<file path="config.mk">
export PLATFORM = sky130hd
export DESIGN_NAME = paged_reg_window
export DESIGN_NICKNAME = d
export VERILOG_FILES = /design/src/rtl/win_pkg.sv /design/src/rtl/win_rst_sync.sv /design/src/rtl/win_addr_decode.sv /design/src/rtl/win_page_reg.sv /design/src/rtl/win_xfer_ctrl.sv /design/src/rtl/paged_reg_window.sv
export SDC_FILE = /design/constraint.sdc
export NUM_CORES = 1
export LEC_CHECK = 0
export ABC_AREA = 1
export ABC_CLOCK_PERIOD_IN_PS = 4700
export BUFFER_PORTS_ARGS = -buffer_cell sky130_fd_sc_hd__buf_2
export CORE_MARGIN = 2
export CORE_UTILIZATION = 50
export DETAILED_ROUTE_END_ITERATION = 8
export GPL_TIMING_DRIVEN = 0
export PLACE_DENSITY = 0.8
export SLEW_MARGIN = 20
export SYNTH_ARGS = -nofsm -noshare
export SYNTH_HDL_FRONTEND = slang
export SYNTH_SLANG_ARGS = --single-unit
</file>
<file path="constraint.sdc">
create_clock -name clk -period 4.7 [get_ports clk]
set_clock_uncertainty 0.05 [all_clocks]
set_input_delay 0 -clock clk [delete_from_list [all_inputs] [get_ports clk]]
set_output_delay 0 -clock clk [all_outputs]
set_load 0.01 [all_outputs]
</file>
<file path="src/rtl/win_pkg.sv">
package win_pkg;
  typedef enum logic [1:0] {
    ST_IDLE = 2'd0,
    ST_FWD  = 2'd1,
    ST_DONE = 2'd2
  } xfer_state_e;

  typedef enum logic [1:0] {
    HIT_NONE = 2'd0,
    HIT_PAGE = 2'd1,
    HIT_WIN  = 2'd2
  } hit_e;
endpackage

</file>
<file path="src/rtl/win_rst_sync.sv">
module win_rst_sync #(
  parameter int STAGES = 2
) (
  input  logic clk,
  input  logic rst_n,
  output logic rst_n_sync
);
  logic [STAGES-1:0] chain_q;

  always_ff @(posedge clk or negedge rst_n) begin
    if (!rst_n) chain_q <= '0;
    else        chain_q <= {chain_q[STAGES-2:0], 1'b1};
  end

  assign rst_n_sync = chain_q[STAGES-1];
endmodule

</file>
<file path="src/rtl/win_addr_decode.sv">
module win_addr_decode
  import win_pkg::*;
#(
  parameter int              CFG_AW       = 12,
  parameter int              OFS_W        = 9,
  parameter logic [CFG_AW-1:0] PAGE_SEL_OFS = 12'h41C,
  parameter logic [CFG_AW-1:0] WIN_BASE     = 12'h800
) (
  input  logic [CFG_AW-1:0] addr,
  output hit_e              hit
);
  localparam int TAG_W = CFG_AW - OFS_W;
  localparam logic [TAG_W-1:0] WIN_TAG = WIN_BASE[CFG_AW-1:OFS_W];

  logic page_match;
  logic win_match;

  assign page_match = (addr == PAGE_SEL_OFS);
  assign win_match  = (addr[CFG_AW-1:OFS_W] == WIN_TAG);

  always_comb begin
    if (page_match)     hit = HIT_PAGE;
    else if (win_match) hit = HIT_WIN;
    else                hit = HIT_NONE;
  end
endmodule

</file>
<file path="src/rtl/win_page_reg.sv">
module win_page_reg #(
  parameter int PAGE_W = 23
) (
  input  logic              clk,
  input  logic              rst_n,
  input  logic              wr_en,
  input  logic [PAGE_W-1:0] wr_page,
  output logic [PAGE_W-1:0] page
);
  logic [PAGE_W-1:0] page_q;

  always_ff @(posedge clk or negedge rst_n) begin
    if (!rst_n)     page_q <= '0;
    else if (wr_en) page_q <= wr_page;
  end

  assign page = page_q;
endmodule

</file>
<file path="src/rtl/win_xfer_ctrl.sv">
module win_xfer_ctrl
  import win_pkg::*;
#(
  parameter int DW     = 32,
  parameter int OFS_W  = 9,
  parameter int PAGE_W = 23,
  localparam int IAW   = PAGE_W + OFS_W
) (
  input  logic              clk,
  input  logic              rst_n,
  input  logic              req,
  input  logic              we,
  input  hit_e              hit,
  input  logic [DW-1:0]     wdata,
  input  logic [OFS_W-1:0]  offset,
  input  logic [PAGE_W-1:0] page,
  output logic              page_wr_en,
  output logic              m_req,
  output logic              m_we,
  output logic [IAW-1:0]    m_addr,
  output logic [DW-1:0]     m_wdata,
  input  logic [DW-1:0]     m_rdata,
  input  logic              m_ready,
  output logic [DW-1:0]     s_rdata,
  output logic              s_ready,
  output logic              s_miss
);
  xfer_state_e        state_q, state_d;
  logic               mreq_q, mreq_d;
  logic               mwe_q, mwe_d;
  logic [IAW-1:0]     maddr_q, maddr_d;
  logic [DW-1:0]      mwdata_q, mwdata_d;
  logic [DW-1:0]      rdata_q, rdata_d;
  logic               miss_q, miss_d;
  logic               load_fwd;

  always_comb begin
    state_d    = state_q;
    mreq_d     = mreq_q;
    mwe_d      = mwe_q;
    maddr_d    = maddr_q;
    mwdata_d   = mwdata_q;
    rdata_d    = rdata_q;
    miss_d     = miss_q;
    page_wr_en = 1'b0;
    load_fwd   = 1'b0;
    unique case (state_q)
      ST_IDLE: begin
        if (req) begin
          unique case (hit)
            HIT_PAGE: begin
              page_wr_en = we;
              rdata_d    = we ? '0 : {{(DW-PAGE_W){1'b0}}, page};
              miss_d     = 1'b0;
              state_d    = ST_DONE;
            end
            HIT_WIN: begin
              load_fwd = 1'b1;
              mreq_d   = 1'b1;
              mwe_d    = we;
              maddr_d  = {page, offset};
              mwdata_d = wdata;
              miss_d   = 1'b0;
              state_d  = ST_FWD;
            end
            default: begin
              rdata_d = '0;
              miss_d  = 1'b1;
              state_d = ST_DONE;
            end
          endcase
        end
      end
      ST_FWD: begin
        if (m_ready) begin
          mreq_d  = 1'b0;
          rdata_d = mwe_q ? '0 : m_rdata;
          state_d = ST_DONE;
        end
      end
      ST_DONE: begin
        state_d = ST_IDLE;
      end
      default: begin
        state_d = ST_IDLE;
        mreq_d  = 1'b0;
      end
    endcase
  end

  always_ff @(posedge clk or negedge rst_n) begin
    if (!rst_n) begin
      state_q <= ST_IDLE;
      mreq_q  <= 1'b0;
      rdata_q <= '0;
      miss_q  <= 1'b0;
    end else begin
      state_q <= state_d;
      mreq_q  <= mreq_d;
      rdata_q <= rdata_d;
      miss_q  <= miss_d;
    end
  end

  always_ff @(posedge clk or negedge rst_n) begin
    if (!rst_n) begin
      mwe_q    <= 1'b0;
      maddr_q  <= '0;
      mwdata_q <= '0;
    end else if (load_fwd) begin
      mwe_q    <= mwe_d;
      maddr_q  <= maddr_d;
      mwdata_q <= mwdata_d;
    end
  end

  assign m_req   = mreq_q;
  assign m_we    = mwe_q;
  assign m_addr  = maddr_q;
  assign m_wdata = mwdata_q;
  assign s_ready = (state_q == ST_DONE);
  assign s_rdata = rdata_q;
  assign s_miss  = miss_q;
endmodule

</file>
<file path="src/rtl/paged_reg_window.sv">
module paged_reg_window
  import win_pkg::*;
#(
  parameter int                DW           = 32,
  parameter int                CFG_AW       = 12,
  parameter int                OFS_W        = 9,
  parameter int                PAGE_W       = 23,
  parameter logic [CFG_AW-1:0] PAGE_SEL_OFS = 12'h41C,
  parameter logic [CFG_AW-1:0] WIN_BASE     = 12'h800,
  localparam int               IAW          = PAGE_W + OFS_W
) (
  input  logic              clk,
  input  logic              rst_n,
  input  logic [CFG_AW-1:0] s_addr,
  input  logic [DW-1:0]     s_wdata,
  input  logic              s_we,
  input  logic              s_re,
  output logic [DW-1:0]     s_rdata,
  output logic              s_ready,
  output logic              s_miss,
  output logic              m_req,
  output logic              m_we,
  output logic [IAW-1:0]    m_addr,
  output logic [DW-1:0]     m_wdata,
  input  logic [DW-1:0]     m_rdata,
  input  logic              m_ready
);
  logic              rst_n_int;
  hit_e              hit;
  logic              page_wr_en;
  logic [PAGE_W-1:0] page;

  win_rst_sync #(.STAGES(2)) u_rst (
    .clk        (clk),
    .rst_n      (rst_n),
    .rst_n_sync (rst_n_int)
  );

  win_addr_decode #(
    .CFG_AW       (CFG_AW),
    .OFS_W        (OFS_W),
    .PAGE_SEL_OFS (PAGE_SEL_OFS),
    .WIN_BASE     (WIN_BASE)
  ) u_dec (
    .addr (s_addr),
    .hit  (hit)
  );

  win_page_reg #(.PAGE_W(PAGE_W)) u_page (
    .clk     (clk),
    .rst_n   (rst_n_int),
    .wr_en   (page_wr_en),
    .wr_page (s_wdata[PAGE_W-1:0]),
    .page    (page)
  );

  win_xfer_ctrl #(
    .DW     (DW),
    .OFS_W  (OFS_W),
    .PAGE_W (PAGE_W)
  ) u_ctrl (
    .clk        (clk),
    .rst_n      (rst_n_int),
    .req        (s_we | s_re),
    .we         (s_we),
    .hit        (hit),
    .wdata      (s_wdata),
    .offset     (s_addr[OFS_W-1:0]),
    .page       (page),
    .page_wr_en (page_wr_en),
    .m_req      (m_req),
    .m_we       (m_we),
    .m_addr     (m_addr),
    .m_wdata    (m_wdata),
    .m_rdata    (m_rdata),
    .m_ready    (m_ready),
    .s_rdata    (s_rdata),
    .s_ready    (s_ready),
    .s_miss     (s_miss)
  );
endmodule

</file>
Word-level counts from Yosys, hierarchy flattened
Index checks and enable logic that the tools add are counted.
Word-level totals
  register bits after elaboration: 126
  word-level logic and storage cells: 52
Operators by class
  reduce and logical (&&, ||, !) cells: 8
  multiplexer cells: 23
  equality and inequality tests: 10
  bitwise gates (word level): 2
Operator list (count)
  $pmux W32 S2: 2
  $mux W32: 3
  $mux W23: 1
  $eq A12 B11 Y1 const B: 1
  $reduce_and A4 Y1: 3
  $mux W1: 10
  $mux W2: 5
  $ne A2 B2 Y1 const B: 3
  $eq A2 B1 Y1 const B: 2
  $eq A2 B2 Y1 const B: 2
  $pmux W2 S2: 1
  $reduce_and A2 Y1: 2
  $eq A3 B3 Y1 const B: 1
  $pmux W1 S3: 1
  $logic_not A2 Y1: 1
  $ne A2 B1 Y1 const B: 1
  $reduce_bool A2 Y1: 1
  $reduce_or A2 Y1: 1
  $not A1 Y1: 1
  $or A1 B1 Y1: 1

Longest topological paths before layout
Gate-level depths: netlist of run 1.
  depth after elaboration: 8
  mapped depth: 10
  mapped depth without buffers: 9

Modules after synthesis
A second synthesis of run 1 with hierarchy kept.
Unflattened totals
  cells, all modules: 664
  area total of the unflattened synthesis: 5484.0 um^2
Modules (own cells, without submodules)
  win_xfer_ctrl: area each 4461.8 um^2, instances 1, cells an instance 542
  win_page_reg: area each 875.8 um^2, instances 1, cells an instance 97
  win_addr_decode: area each 81.3 um^2, instances 1, cells an instance 19
  win_rst_sync: area each 53.8 um^2, instances 1, cells an instance 3
  paged_reg_window: area each 11.3 um^2, instances 1, cells an instance 3

Least setup slack after synthesis of run 1
OpenSTA, ideal clock, no wires.
  path kind: reg2reg
  from: register u_ctrl.state_q[1]
  to: register u_ctrl.mwdata_q[2], in the netlist u_ctrl.m_wdata[2]
  clock period less this slack: 1450 ps
  path buffers: 2
  stages on the path, launching flop included: 9
  path slack: 3250 ps
  data arrival time: 1269 ps
  cell sequence: dfrtp_1 -> nor2_2 -> inv_2 -> nor2_4 -> nand2_1 -> buf_2 -> buf_2 -> nand2_1 -> o21ai_0
Between the ends
  word-level cells in the longest chain between the ends: 3
Ends and longest elaborated chain
  start: declaration: line win_xfer_ctrl.sv:28  | xfer_state_e state_q, state_d;
  start signal: assignment: line win_xfer_ctrl.sv:98  | state_q <= state_d;
  $logic_not A2 Y1 (*): line win_xfer_ctrl.sv:47  | unique case (state_q)
  $mux W1: line win_xfer_ctrl.sv:47
  $reduce_and A4 Y1 (no source line) (*)
  end signal: assignment: line win_xfer_ctrl.sv:113  | mwdata_q <= mwdata_d;
  end: declaration: line win_xfer_ctrl.sv:32  | logic [DW-1:0] mwdata_q, mwdata_d;
Mark *: on every way between the ends. The rest lies on a longest branch, timed or not.
A chain may end at the register's enable or synchronous reset.

Worst setup path in the final report of run 1
  from: register u_ctrl.state_q[1]
  to: register u_page.page_q[2], in the netlist u_page.page[2]
Between the ends
  word-level cells in the longest chain between the ends: 2
Ends and longest elaborated chain
  $logic_not A2 Y1: line win_xfer_ctrl.sv:47
  $mux W1: line win_xfer_ctrl.sv:47
  end signal: assignment: line win_page_reg.sv:14  | else if (wr_en) page_q <= wr_page;
  end: declaration: line win_page_reg.sv:10  | logic [PAGE_W-1:0] page_q;
No other way between the ends.

==> flow_metrics.env, run 1 <==
export IMPL_cp_slowest_cell="dlygate4sd3_1"
export IMPL_synth_largest_area_cell="dfrtp_1"
export IMPL_ctsResizeCount=0
export IMPL_io_pins=181
export IMPL_fin_util=0.758
export IMPL_dr_pass1_iters=6
export IMPL_fin_crit_sh=0.438
export IMPL_die_area_um2=11300
export IMPL_grt_pass1_wl_mm=27.1
export IMPL_ys_warnings_count=0
export IMPL_post_drt_wl_per_cell_um=16.2
export IMPL_crit_type="flop to flop"
export IMPL_synth_cell_type_count=20
export IMPL_overflow=0
export IMPL_tritoncts="yes"
export IMPL_required_ns=5.11
export IMPL_drive_gt1_frac=0.264
export IMPL_ant_nets=0
export IMPL_syn_to_final_growth_pct=48.6
export IMPL_die_x_um=106
export IMPL_grt_pass1_vias=5530
export IMPL_postCtsSetupRepairBufs=0
export IMPL_netlist_top_cells_area="dfrtp_1 (60%), nand2_1 (20%), nand3_1 (3.9%)"
export IMPL_period_needed_ns=2.06
export IMPL_dp_cells=930
export IMPL_cp_end_kind="flop"
export IMPL_die_h_um=106
export IMPL_synth_most_common_cell="nand2_1"
export IMPL_grt_total_usage=0.313
export IMPL_num_rows=37
export IMPL_clk_path_buf_depth=2
export IMPL_irDropWorstVdd_uv=312
export IMPL_core_area_um2=10200
export IMPL_hpwl_mm=10.9
export IMPL_dp_slack_ns=3.01
export IMPL_setup_viol=0
export IMPL_rsz0062_at_grt="false"
export IMPL_num_vias=5476
export IMPL_layout_cells_non_filler=1045
export IMPL_max_stage_delay_ns=0.55
export IMPL_drv_slew=0
export IMPL_start_util=0.510
export IMPL_crit_chain="nor2_2 > nand4_2 > clkbuf_1 > o21ai_1 > dlygate4sd3_1"
export IMPL_antenna_found_initial=0
export IMPL_cts_root_buf="clkbuf_8"
export IMPL_portBuffers=180
export IMPL_clock_sinks=126
export IMPL_hold_buffers=83
export IMPL_cts_buffers=17
export IMPL_ys_seq_area_frac=0.604
export IMPL_syn_area_um2=5220
export IMPL_yosys_most_used_dff="dfrtp_1"
export IMPL_synth_edf_count=0
export IMPL_hold_path_class="flop to async pin"
export IMPL_cts_max_level=4
export IMPL_path_clk_slew_ns=0.06
export IMPL_synthTopCellsByCount="nand2_1 (275), dfrtp_1 (126), nand3_1 (41)"
export IMPL_drt_iter0_drc=440
export IMPL_synth_seq_cells=126
export IMPL_synthCells=612
export IMPL_synth_top_cell_area_share=0.604
export IMPL_start_kind="flop"
export IMPL_totalWireLength_mm=17.0
export IMPL_arrival_ns=2.48
export IMPL_viasPerCell=5.24
export IMPL_status="finished clean"
export IMPL_syn_num_nets=693
export IMPL_powerDensity_nw_per_um2=465
export IMPL_total_power_mw=3.61
export IMPL_synth_async_reset_ratio=1.00
export IMPL_grt_max_degree=56
export IMPL_finalNetCount=977
export IMPL_diodes=0
export IMPL_p_leak_nw=4.36
export IMPL_syn_area_per_cell_um2=8.53
export IMPL_route_detailed_drc=0
export IMPL_worst_slack_ns=2.64
export IMPL_gp_congestion=0.916
export IMPL_clkLatencyLatePin_ns=0.53
export IMPL_cp_max_fo=10
export IMPL_final_hold_viol_count=0
export IMPL_max_freq_mhz=485
export IMPL_maxCapViolCount=0
metrics by stage:
| stage | TNS, ns | hold WS (ns) | instance area (um2) |
|---|---|---|---|
| final | 0 | 0.166 | 7760 |
| after global routing | 0 | 0.188 | 7760 |
| after CTS | 0 | 0.171 | 7760 |
| after detailed placement | 0 | -0.262 | 6350 |
| after global placement | -35.67 | -0.265 | 6290 |
| after floorplan | 0 | -0.346 | 5220 |
power breakdown:
group	total [mW]	internal [mW]	leakage, nW	switching, mW
Combinational	0.898	0.350	2.40	0.549
Sequential	1.44	1.30	1.69	0.138
Clock	1.27	0.794	0.273	0.475
worst paths after layout:
path	from	to	slack (ns)	cells past startpoint
min	u_rst.chain_q[1]	u_ctrl.m_wdata[19]	0.17	0
max reg2reg	u_ctrl.state_q[1]	u_page.page[2]	2.64	5
max in group asynchronous	u_rst.chain_q[1]	u_ctrl.s_rdata[12]	3.87	1
min in group clk	s_wdata[26]	u_ctrl.m_wdata[26]	0.21	4
max	u_ctrl.state_q[1]	u_page.page[2]	2.64	5
min reg2reg	u_rst.chain_q[1]	u_ctrl.m_wdata[19]	0.17	0
flip-flops by register name, indices dropped and copies added, names as in the netlist:
name / count
u_ctrl.m_req: 1
u_ctrl.m_wdata: 32
u_ctrl.m_we: 1
u_ctrl.m_addr: 32
u_rst.chain_q: 2
u_page.page: 23
u_ctrl.state_q: 2
u_ctrl.s_rdata: 32
u_ctrl.s_miss: 1
cells by family after synthesis:
kind of cell / Yosys count / share of synthesized area
and+or+nand+nor: 356 / 0.284
DFF: 126 / 0.604
buffers and inverters: 69 / 0.0537
AOI/OAI and AO/OA: 60 / 0.0575
other: 1 / 0.000718
layer usage:
layer / GRT usage / up-vias / wire [um]
li1: - / 2519 / -
met2: 0.526 / 278 / 8140
met5: 0 / - / 0
met4: 0.151 / 0 / 850
met1: 0.378 / 2604 / 6760
met3: 0.0785 / 75 / 1230
cells in the final DEF, fill, tap and decap left out, types with 9 or more instances in the layout:
| cell | count |
|---|---|
| dfrtp_1 | 125 |
| nor2_1 | 9 |
| o21ai_0 | 28 |
| clkbuf_16 | 16 |
| inv_1 | 28 |
| nand2_1 | 275 |
| buf_2 | 197 |
| nand3_1 | 41 |
| clkbuf_1 | 21 |
| o21ai_1 | 32 |
| dlygate4sd3_1 | 83 |
| nand4_1 | 23 |
layout make-up:
type	instances	area, um2
tap	136	170
sequential	126	3160
clock inverter	10	114
timing repair buffer	265	1790
fill	694	2470
clock buffer	22	463
multi-input combinational	417	1790
buffer	37	160
inverter	32	120
worst max-delay path: cells and delay by family, from the launching register on:
kind                   cells  cell delay, ns
and+or+nand+nor            2            0.51
DFF                        1            0.46
AOI/OAI and AO/OA          1            0.14
buffers and inverters      2            0.83
Note: power is estimated with default switching activity, not from simulation.
==> run 2: changes to the inputs <==
Settings changed: ABC_CLOCK_PERIOD_IN_PS 4700 to 1700, CORE_UTILIZATION 50 to 45, PLACE_DENSITY 0.8 to 0.76.
Clock period 4.7 ns to 1.7 ns, I/O delays scaled along.
==> flow_metrics.env, run 2 (same netlist as run 1, synthesis figures left out) <==
export IMPL_max_stage_delay_ns=0.43
export IMPL_fin_crit_sh=0.950
export IMPL_die_x_um=112
export IMPL_cts_buffers=17
export IMPL_viasPerCell=4.98
export IMPL_overflow=0
export IMPL_status="finished clean"
export IMPL_required_ns=1.94
export IMPL_route_detailed_drc=0
export IMPL_clk_path_buf_depth=2
export IMPL_final_cell_mix="nand2_1 (275), buf_2 (191), dfrtp_1 (124)"
export IMPL_cts_root_buf="clkbuf_16"
export IMPL_num_rows=39
export IMPL_antenna_found_initial=0
export IMPL_finalNetCount=978
export IMPL_start_util=0.459
export IMPL_layout_cells_non_filler=1053
export IMPL_dp_slack_ns=-0.0245
export IMPL_fin_util=0.693
export IMPL_hpwl_mm=10.7
export IMPL_cp_end_kind="flop"
export IMPL_r2r_start="u_ctrl.state_q[0]"
export IMPL_syn_to_final_growth_pct=50.9
export IMPL_grt_pass1_wl_mm=27.2
export IMPL_cp_slowest_cell="dfrtp_1"
export IMPL_io_pins=181
export IMPL_grt_total_usage=0.275
export IMPL_portBuffers=180
export IMPL_die_h_um=112
export IMPL_drt_iter0_drc=403
export IMPL_core_area_um2=11400
export IMPL_clock_sinks=126
export IMPL_drive_gt1_frac=0.281
export IMPL_die_area_um2=12500
export IMPL_p_leak_nw=4.41
export IMPL_final_hold_viol_count=0
export IMPL_maxCapViolCount=0
export IMPL_regToRegSetupSlack_ns=0.09
export IMPL_totalWireLength_mm=16.7
export IMPL_dp_cells=937
export IMPL_num_vias=5243
export IMPL_total_power_mw=10.4
export IMPL_clkLatencyLatePin_ns=0.41
export IMPL_rsz0062_at_grt="true"
export IMPL_cp_max_fo=10
export IMPL_fin_tns_setup_ns=0
export IMPL_final_common_cell="nand2_1"
export IMPL_powerDensity_nw_per_um2=1320
export IMPL_drv_slew=0
export IMPL_crit_chain="inv_2 > nor2_2 > nand2_1 > nand2_1 > nor2_1 > nand2_2 > inv_2 > buf_4 > nand2_1 > nand2_1"
export IMPL_post_drt_wl_per_cell_um=15.8
export IMPL_crit_type="flop to flop"
export IMPL_crit_path_frequent_cell="nand2_1"
export IMPL_nFillCells=889
export IMPL_path_clk_slew_ns=0.06
export IMPL_gp_congestion=0.854
export IMPL_cts_max_level=4
export IMPL_r2r_end="u_ctrl.s_rdata[16]"
export IMPL_max_freq_mhz=619
export IMPL_dr_pass1_iters=5
export IMPL_period_needed_ns=1.61
export IMPL_grt_max_degree=57
export IMPL_setup_viol=0
export IMPL_grt_pass1_vias=5359
export IMPL_tritoncts="yes"
export IMPL_diodes=0
export IMPL_arrival_ns=1.86
export IMPL_ant_nets=0
export IMPL_hold_path_class="flop to async pin"
export IMPL_reg2reg_depth=10
export IMPL_irDropWorstVdd_uv=699
export IMPL_start_kind="flop"
export IMPL_worst_slack_ns=0.0851
-- run 2: per-layer routing --
layer	vias to the layer above	routed length (um)	GRT usage	part of all wire
met5	-	0	0	0
met1	2466	7170	0.367	0.43
li1	2522	-	-	-
met3	34	856	0.0484	0.051
met4	0	449	0.0996	0.027
met2	221	8180	0.453	0.49
-- run 2: worst max-delay path by stage --
| stage | end | slack [ns] | cells after the start | start |
|---|---|---|---|---|
| 2_1_floorplan | u_ctrl.m_wdata[2] | 0.25 | 8 | u_ctrl.state_q[1] |
| 3_3_place_gp | u_ctrl.s_rdata[13] | -0.12 | 0 | u_rst.chain_q[1] |
| 3_5_place_dp | u_ctrl.m_wdata[6] | -0.02 | 8 | u_ctrl.state_q[1] |
| 4_1_cts | u_ctrl.s_rdata[5] | 0.00009 | 10 | u_ctrl.state_q[0] |
| 5_1_grt | u_ctrl.s_rdata[14] | -0.07 | 10 | u_ctrl.state_q[0] |
| 6_report | u_ctrl.s_rdata[16] | 0.09 | 10 | u_ctrl.state_q[0] |
-- run 2: power breakdown --
group	internal, mW	total, mW	switching (mW)
Sequential	3.60	3.98	0.379
Clock	2.49	3.86	1.36
Combinational	1.03	2.54	1.51
-- run 2: critical path: cells and delay by family (launching register included) --
family | cells | cell delay (ns)
AND/OR/NAND/NOR | 7 | 0.67
buffers and inverters | 3 | 0.35
flip-flops | 1 | 0.43
-- run 2: timing repair --
action	4_1_cts	5_1_grt
buffers inserted	0	3
endpoints found under the setup margin	12	121
pin swaps	0	3
hold buffers	81	0
hold endpoints to repair	101	0
resized for setup	2	28
-- run 2: through the flow --
step | hold WS (ns) | area [um2]
floorplan | -0.346 | 5230
global placement | -0.266 | 6300
detailed placement | -0.263 | 6360
CTS | 0.148 | 7810
global route | 0.216 | 7880
finish | 0.180 | 7880
-- run 2: area by class of cell --
cell class / instances / area (um2) / area share
Tap cell: 143 / 179 / 0.0227
Clock inverter: 14 / 191 / 0.0243
Clock buffer: 18 / 439 / 0.0558
Sequential cell: 126 / 3160 / 0.401
Buffer: 37 / 188 / 0.0238
Timing Repair Buffer: 266 / 1790 / 0.227
Multi-Input combinational cell: 417 / 1810 / 0.230
Inverter: 32 / 120 / 0.0153
==> run 3: changes to the inputs <==
Settings changed: PLACE_DENSITY 0.76 to 0.79, RECOVER_POWER set to 25.
==> flow_metrics.env, run 3 (same netlist as run 1, synthesis figures left out) <==
export IMPL_cts_max_level=4
export IMPL_path_clk_slew_ns=0.06
export IMPL_p_sw_mw=3.22
export IMPL_status="finished clean"
export IMPL_cts_buffers=17
export IMPL_rsz0062_at_grt="true"
export IMPL_num_rows=39
export IMPL_period_needed_ns=1.63
export IMPL_viasPerCell=5.14
export IMPL_syn_to_final_growth_pct=50.3
export IMPL_totalWireLength_mm=17.3
export IMPL_layout_cells_non_filler=1055
export IMPL_fin_util=0.690
export IMPL_gp_congestion=0.893
export IMPL_fin_tns_setup_ns=0
export IMPL_ant_nets=0
export IMPL_grt_pass1_vias=5679
export IMPL_start_util=0.459
export IMPL_max_freq_mhz=613
export IMPL_worst_pin_slew_ns=0.817
export IMPL_die_h_um=112
export IMPL_cp_end_kind="flop"
export IMPL_setup_viol=0
export IMPL_final_hold_viol_count=0
export IMPL_clkPwrFrac=0.364
export IMPL_cts_root_buf="clkbuf_16"
export IMPL_drive_gt1_frac=0.289
export IMPL_overflow=0
export IMPL_whs_ns=0.132
export IMPL_antenna_found_initial=1
export IMPL_power_frac_comb=0.249
export IMPL_route_detailed_drc=0
export IMPL_final_common_cell="nand2_1"
export IMPL_fin_crit_sh=0.960
export IMPL_required_ns=1.94
export IMPL_die_x_um=112
export IMPL_p_seq_frac=0.388
export IMPL_worst_slack_ns=0.0686
export IMPL_hold_path_class="input port to flop"
export IMPL_portBuffers=180
export IMPL_num_vias=5424
export IMPL_grt_total_usage=0.289
export IMPL_arrival_ns=1.87
export IMPL_grt_max_degree=56
export IMPL_io_pins=181
export IMPL_swShare=0.313
export IMPL_p_leak_nw=4.42
export IMPL_grt_pass1_wl_mm=28.5
export IMPL_crit_type="flop to flop"
export IMPL_dp_cells=937
export IMPL_cp_max_fo=10
export IMPL_core_area_um2=11400
export IMPL_dp_slack_ns=-0.0420
export IMPL_clk_path_buf_depth=2
export IMPL_drv_slew=0
export IMPL_final_cell_mix="nand2_1 (273), buf_2 (191), dfrtp_1 (125)"
export IMPL_dr_pass1_iters=6
export IMPL_clock_sinks=126
export IMPL_clkLatencyLatePin_ns=0.41
export IMPL_irDropWorstVdd_uv=780
export IMPL_multi_input_area_um2=1820
export IMPL_tritoncts="yes"
export IMPL_drt_iter0_drc=445
export IMPL_hpwl_mm=10.8
export IMPL_intPower_mw=7.06
export IMPL_start_kind="flop"
export IMPL_die_area_um2=12500
export IMPL_slew_headroom=0.455
export IMPL_post_drt_wl_per_cell_um=16.4
export IMPL_nFillCells=854
export IMPL_maxCapViolCount=0
export IMPL_finalNetCount=979
export IMPL_powerDensity_nw_per_um2=1310
export IMPL_regArea_um2=3150
## run 3: changes by cell type in the layout (fill, tap and decap cells not counted), sizes merged
cell      before  now
diode          0    1
buf          200  203
clkinv         6    7
clkbuf        40   39
clkinvlp       4    3
inv           32   31
## run 3: critical path: stages, from the launching register on
cell and delay (ns):
dfrtp_2 0.49, nor2_4 0.17, inv_2 0.07, nor2_4 0.13
nand2_2 0.09, buf_6 0.15, buf_4 0.17, nand2_1 0.10
nand2_1 0.08
## run 3: what timing repair did
action,CTS,global route
buffers inserted,0,4
hold buffers,81,0
hold endpoints to repair,102,0
pin swaps,0,3
endpoints found under the setup margin,55,120
resized for setup,3,49
## run 3: routing by layer
metal | vias up | share of wire | track usage
met5 | - | 0 | 0
met3 | 64 | 0.065 | 0.0588
met1 | 2560 | 0.40 | 0.363
met2 | 276 | 0.49 | 0.480
li1 | 2524 | - | -
met4 | 0 | 0.044 | 0.144
## run 3: layout make-up
cell class | count | share of cell area
clock buffer | 19 | 0.0551
buffer | 37 | 0.0253
sequential | 126 | 0.402
tap | 143 | 0.0228
multi-input combinational | 417 | 0.232
timing repair buffer | 267 | 0.225
antenna | 1 | 0.000319
inverter | 32 | 0.0156
clock inverter | 13 | 0.0220
## run 3: per-stage QoR
| stage | instance area, um2 | power [mW] |
|---|---|---|
| 4_1_cts | 7780 | 10.1 |
| 6_report | 7850 | 10.3 |
| 3_3_place_gp | 6300 | 6.15 |
| 2_1_floorplan | 5230 | 5.18 |
| 5_1_grt | 7850 | 10.8 |
| 3_5_place_dp | 6360 | 6.23 |
## run 3: final timing paths
kind | startpoint | end | slack (ns) | cells past startpoint
min in group asynchronous | u_rst.chain_q[1] | u_ctrl.m_wdata[20] | 0.29 | 0
min | s_addr[9] | u_ctrl.m_req | 0.13 | 5
min reg2reg | u_rst.chain_q[1] | u_ctrl.m_wdata[20] | 0.29 | 0
max in group asynchronous | u_rst.chain_q[1] | u_ctrl.state_q[1] | 0.30 | 1
max reg2reg | u_ctrl.state_q[1] | u_ctrl.m_addr[26] | 0.07 | 8
max | u_ctrl.state_q[1] | u_ctrl.m_addr[26] | 0.07 | 8
## run 3: power groups by stage
| stage | Combinational, mW | Sequential (mW) | Clock (mW) |
|---|---|---|---|
| 2_1_floorplan | 0.906 | 4.28 | 0 |
| 3_3_place_gp | 2.14 | 4.01 | 0 |
| 3_5_place_dp | 2.26 | 3.97 | 0 |
| 4_1_cts | 2.41 | 3.95 | 3.78 |
| 5_1_grt | 2.81 | 4.04 | 3.93 |
| 6_report | 2.55 | 3.98 | 3.73 |
